$ cat src/rtl/cbg_pkg.sv
package cbg_pkg;
  localparam int unsigned REG_W  = 32;
  localparam int unsigned ADDR_W = 4;

  localparam logic [ADDR_W-1:0] A_BVOTE = 4'h8;
  localparam logic [ADDR_W-1:0] A_PVOTE = 4'h9;
  localparam logic [ADDR_W-1:0] A_PSTAT = 4'hA;

  // status field reported in bits 31:28 of a branch control word
  typedef enum logic [3:0] {
    ST_ON_DIRECT = 4'h0,
    ST_ON_VOTED  = 4'h2,
    ST_OFF       = 4'h8
  } br_state_e;
endpackage

$ cat src/rtl/cbg_settle.sv
// Delayed follower: 'run' takes the value of 'req' once req has differed
// from run for LAT consecutive edges; any return of req cancels the count.
module cbg_settle #(
  parameter int unsigned LAT = 4
) (
  input  logic clk,
  input  logic rst_n,
  input  logic req,
  output logic run
);
  localparam int unsigned CW = $clog2(LAT + 1);

  logic [CW-1:0] cnt;

  always_ff @(posedge clk) begin
    if (!rst_n) begin
      cnt <= '0;
      run <= 1'b0;
    end else if (req == run) begin
      cnt <= '0;
    end else if (cnt == CW'(LAT - 1)) begin
      run <= req;
      cnt <= '0;
    end else begin
      cnt <= cnt + 1'b1;
    end
  end

  AST_HOLD_WHEN_MATCHED: assert property (@(posedge clk) disable iff (!rst_n)
    (req == run) |=> $stable(run));
  AST_CNT_IN_RANGE: assert property (@(posedge clk) disable iff (!rst_n)
    cnt < CW'(LAT));
  AST_STAY_OFF_IDLE: assert property (@(posedge clk) disable iff (!rst_n)
    (!req && !run) |=> !run);
endmodule

$ cat src/rtl/cbg_branch.sv
// One clock branch: merges direct and voted requests, settles, encodes state.
module cbg_branch
  import cbg_pkg::*;
#(
  parameter int unsigned SETTLE_CYC = 4
) (
  input  logic      clk,
  input  logic      rst_n,
  input  logic      en,
  input  logic      vote,
  output logic      run,
  output br_state_e state
);
  logic req;

  assign req = en | vote;

  cbg_settle #(.LAT(SETTLE_CYC)) u_settle (
    .clk  (clk),
    .rst_n(rst_n),
    .req  (req),
    .run  (run)
  );

  always_comb begin
    if (!run)    state = ST_OFF;
    else if (en) state = ST_ON_DIRECT;
    else         state = ST_ON_VOTED;
  end

  AST_ON_NEEDS_REQ: assert property (@(posedge clk) disable iff (!rst_n)
    $rose(run) |-> $past(req));
endmodule

$ cat src/rtl/cbg_top.sv
module cbg_top
  import cbg_pkg::*;
#(
  parameter int unsigned NUM_BRANCH  = 4,
  parameter int unsigned SETTLE_CYC  = 4,
  parameter int unsigned LOCK_CYC    = 6,
  parameter int unsigned VOTE_LSB    = 10,
  parameter int unsigned PLL_ACT_BIT = 17
) (
  input  logic                  clk,
  input  logic                  rst_n,
  input  logic                  wr_en,
  input  logic                  rd_en,
  input  logic [3:0]            addr,
  input  logic [31:0]           wdata,
  output logic [31:0]           rdata,
  output logic [NUM_BRANCH-1:0] clk_en,
  output logic                  pll_active
);
  localparam logic [REG_W-1:0] VOTE_MASK =
    ((REG_W'(1) << NUM_BRANCH) - REG_W'(1)) << VOTE_LSB;

  logic [REG_W-1:0]      bvote;
  logic                  pvote;
  logic [NUM_BRANCH-1:0] br_en;
  br_state_e             br_st   [NUM_BRANCH];
  logic [REG_W-1:0]      br_word [NUM_BRANCH];
  logic [REG_W-1:0]      rd_word;

  // shared vote words
  always_ff @(posedge clk) begin
    if (!rst_n) begin
      bvote <= '0;
      pvote <= 1'b0;
    end else if (wr_en) begin
      if (addr == A_BVOTE) bvote <= wdata & VOTE_MASK;
      if (addr == A_PVOTE) pvote <= wdata[0];
    end
  end

  genvar g;
  generate
    for (g = 0; g < NUM_BRANCH; g++) begin : g_br
      always_ff @(posedge clk) begin
        if (!rst_n)                              br_en[g] <= 1'b0;
        else if (wr_en && addr == ADDR_W'(g))    br_en[g] <= wdata[0];
      end

      cbg_branch #(.SETTLE_CYC(SETTLE_CYC)) u_branch (
        .clk  (clk),
        .rst_n(rst_n),
        .en   (br_en[g]),
        .vote (bvote[VOTE_LSB + g]),
        .run  (clk_en[g]),
        .state(br_st[g])
      );

      assign br_word[g] = {br_st[g], 27'd0, br_en[g]};

      AST_CLKEN_ONLY_ON: assert property (@(posedge clk) disable iff (!rst_n)
        clk_en[g] |-> (br_st[g] != ST_OFF));
    end
  endgenerate

  cbg_settle #(.LAT(LOCK_CYC)) u_pll (
    .clk  (clk),
    .rst_n(rst_n),
    .req  (pvote),
    .run  (pll_active)
  );

  always_comb begin
    rd_word = '0;
    for (int i = 0; i < NUM_BRANCH; i++)
      if (addr == ADDR_W'(i)) rd_word = br_word[i];
    if (addr == A_BVOTE)      rd_word = bvote;
    else if (addr == A_PVOTE) rd_word = REG_W'(pvote);
    else if (addr == A_PSTAT) rd_word = REG_W'(pll_active) << PLL_ACT_BIT;
  end

  always_ff @(posedge clk) begin
    if (!rst_n)     rdata <= '0;
    else if (rd_en) rdata <= rd_word;
  end

  AST_RDATA_HOLD: assert property (@(posedge clk) disable iff (!rst_n)
    !rd_en |=> $stable(rdata));
  AST_PLL_KEEP: assert property (@(posedge clk) disable iff (!rst_n)
    (pll_active && pvote) |=> pll_active);
  AST_VOTE_IN_MASK: assert property (@(posedge clk) disable iff (!rst_n)
    (bvote & ~VOTE_MASK) == '0);
endmodule

$ cat config.mk
export PLATFORM = sky130hd
export DESIGN_NAME = cbg_top
export DESIGN_NICKNAME = d
export VERILOG_FILES = /design/src/rtl/cbg_pkg.sv /design/src/rtl/cbg_settle.sv /design/src/rtl/cbg_branch.sv /design/src/rtl/cbg_top.sv
export SDC_FILE = /design/constraint.sdc
export NUM_CORES = 1
export LEC_CHECK = 0
export ABC_CLOCK_PERIOD_IN_PS = 3600
export BUFFER_PORTS_ARGS = -buffer_cell sky130_fd_sc_hd__buf_2
export CORE_MARGIN = 1
export CORE_UTILIZATION = 53
export DETAILED_ROUTE_END_ITERATION = 16
export MAX_ROUTING_LAYER = met4
export PLACE_DENSITY_LB_ADDON = 0.1
export SLEW_MARGIN = 20
export SYNTH_ARGS = -nofsm -noshare
export SYNTH_HDL_FRONTEND = slang
export SYNTH_HIERARCHICAL = 1
export SYNTH_SLANG_ARGS = --single-unit
$ cat constraint.sdc
create_clock -name clk -period 3.6 [get_ports clk]
set_input_delay 0.18 -clock clk [delete_from_list [all_inputs] [get_ports clk]]
set_output_delay 0.18 -clock clk [all_outputs]
set_load 0.02 [all_outputs]
==> summary.md <==
| Metric | Value |
|---|---|
| Hpwl dp | `2.67 mm` |
| Pwr dens | `366 mW/mm^2` |
| Largest net degree at the start of global routing | `34` |
| Vias in the first global route | `roughly 1300` |
| Crit Path Max Fanout | `4` |
| Period minus WS final | `1.37 ns` |
| Synthesized area | `0.00212 mm^2` |
| Latest clock arrival within the worst-skew pair | `roughly 0.29 ns` |
| Area Overhead vs Synth | `6.37%` |
| Fin. Hold Viols | `0` |
| TritonCTS Buffers | `5` |
| Via count | `1404` |
| Area of the die | `0.00426 mm^2` |
| CTS H-tree depth | `2` |
| Core area | `0.00374 mm^2` |
| CTS Buffer Depth | `2` |
| Layout cells sized above 1 | `0.201` |
| Slowest stage delay, CP | `0.49 ns` |
| IO Count | `77` |
| Outcome | `complete, no violations` |
| Wire length of the first global-routing pass | `5.87 mm` |
| Fin nets | `approximately 280` |
| WP buf/inv | `0` |
| Setup ws final | `2.23 ns` |
| Root buf cell | `clkbuf_8` |
| Filler cells | `347` |
| PortBufs | `27` |
| Synth area leaders | `dfxtp_1 37%, buf_4 11%, mux2i_1 8.5%, ha_1 5.9%, mux4_1 5.0%` |
| Aggregate global routing overflow | `0` |
| Initial Utilization | `0.567` |
| Crit Path Class | `register to register` |
| MaxCap Viol Count | `0` |
| Syn Inst Count | `209` |
| Commonest non-fill, non-tap cell in the layout | `dfxtp_1` |
| Final hold slack | `0.151 ns` |
| Setup TNS | `0 ns` |
| Placed inst area | `roughly 0.0022 mm^2` |
| Yosys reg bits | `39` |
| Final GP Congestion | `about 0.83` |
| Register area share after synthesis | `0.368` |
| CP Cell Sequence | `and2b_2, mux4_1, nand3_1, a21boi_0` |
| Mapped Avg Cell Area | `10.1 um^2` |
| Share of the synthesized area in the top cell type | `0.368` |
| Antenna violations before repair | `0` |
| DP Cell Count | `between 200 and 300` |
| Critical Path RT | `3.77 ns` |
| Commonest non-fill, non-tap cells in the layout | `39 x dfxtp_1, 30 x conb_1, 27 x buf_2` |
| Routed Antenna Nets | `0` |
| Drt wl/cell | `approximately 12 um` |
| Fin util | `0.603` |
| Initial DRT Pass Iterations | `4` |
| FMAX | `732 MHz` |
| Endpoint class of the critical path | `register` |
| Pre-CTS WS | `2.24 ns` |
| CTS tree | `built` |
| Period utilization | `0.380` |
| DRC viols | `0` |
| Synth area leader | `dfxtp_1` |
| Final setup vio count | `0` |
| CP max-delay cell | `mux4_1` |
| Worst EP arrival | `1.54 ns` |
| Std cell rows | `22` |
| Startpoint Class | `register` |
| Tot Pwr | `0.826 mW` |
| Fin. max-slew vios | `0` |
| Non-Filler Instances | `282` |
| Peak supply drop | `0.230 mV` |
| Worst Clk Skew | `0.00657 ns` |
| Cells resized by post-CTS repair | `0` |
| Setup bufs post-CTS | `0` |
| Clk sink count | `39` |
| DRT iter0 DRCs | `38` |
| Lkg Pwr | `0.977 nW` |
| GRT Resource Usage Total | `0.188` |
| Vert. Die Dim | `65.3 um` |
| Crit path max-delay family | `multiplexers` |
| Warnings, synthesis | `6` |
| Total wire length | `3.49 mm` |
| Worst hold path type | `input port to register` |
| CTS clk-pin slew, worst paths | `roughly 0.070 ns` |
| Vias per cell | `4.98` |
| Die Span X | `65.3 um` |
| Antenna cells | `0` |
| Fin area | `approximately 0.0023 mm^2` |
| Cts hold-fix bufs | `0` |
| Count of cell types in the netlist | `34` |
| Unrepaired setup endpoints after global routing | `no` |
registers in the layout (all words and copies together), names as in the netlist:
signal and cells:
g_br.u_branch/u_settle/cnt 12, g_br.u_branch/u_settle/run 4, pvote 1, u_pll/cnt 3
u_pll/run 1, rdata 10, br_en 4, bvote 4
path summary, 6_finish.rpt:
check / start / endpoint / slack [ns] / cells past startpoint
setup / recovery: br_en[1]$_SDFFE_PN0P_ / rdata[29]$_SDFFE_PN0P_ / 2.23 / 4
hold / removal: wdata[13] / bvote[13]$_SDFFE_PN0P_ / 0.15 / 3
setup reg to reg: br_en[1]$_SDFFE_PN0P_ / rdata[29]$_SDFFE_PN0P_ / 2.23 / 4
hold reg to reg: g_br[2].u_branch/u_settle/cnt[0]$_SDFF_PP0_ / g_br[2].u_branch/u_settle/cnt[0]$_SDFF_PP0_ / 0.43 / 1
per-layer routing:
layer,global-route usage,part of all wire
met4,0.0652,0.012
met2,0.340,0.53
met1,0.198,0.42
met5,-,0
met3,0.0469,0.036
synth_stat cells:
library cell,number
nand3_1,11
or3b_1,2
nand2b_1,7
buf_2,1
and3_1,1
a21bo_2,3
nor4b_1,8
a2111oi_0,2
ha_1,10
and2b_2,4
xnor2_1,5
a211oi_2,1
a21oi_1,2
nor2_1,5
o211ai_1,1
a31oi_1,1
buf_1,1
mux2i_1,18
a21boi_0,5
and4bb_2,4
and2b_1,2
buf_6,1
clkbuf_2,1
mux4_1,4
nor2b_1,14
buf_4,30
or2_1,4
nand2_1,3
inv_1,10
dfxtp_1,39
nand4_1,2
nor2_2,1
conb_1,5
clkbuf_1,1
cell type report:
type | instances | area (um^2) | share of cell area
Clock buffer | 8 | 100 | 0.0444
Inverter | 10 | 37.5 | 0.0166
Multi-Input combinational cell | 150 | 1140 | 0.506
Sequential cell | 39 | 781 | 0.346
Tap cell | 48 | 60.1 | 0.0266
Timing Repair Buffer | 27 | 135 | 0.0599
cell families after synthesis:
family                   count (synthesis)  synth area share
adder cells (fa/ha/maj)                 10            0.0590
XOR/XNOR                                 5            0.0206
AO/OA/AOI/OAI                           15            0.0572
other                                    5           0.00885
multiplexers                            22             0.135
buffers and inverters                   45             0.137
flip-flops                              39             0.368
AND/OR/NAND/NOR                         68             0.214
worst min-delay path, delay by kind of cell:
kind                   cells  cell delay [ns]
multiplexers               1             0.06
AND/OR/NAND/NOR            1             0.09
buffers and inverters      1             0.07
report_power, final:
group,leakage (nW),total [mW],switching (mW),internal (mW)
Sequential,0.314,0.437,0.00232,0.435
Clock,0.0515,0.315,0.140,0.175
Combinational,0.611,0.0741,0.0495,0.0246
Total,0.977,0.826,0.192,0.634
Note: power is estimated with default switching activity, not from simulation.
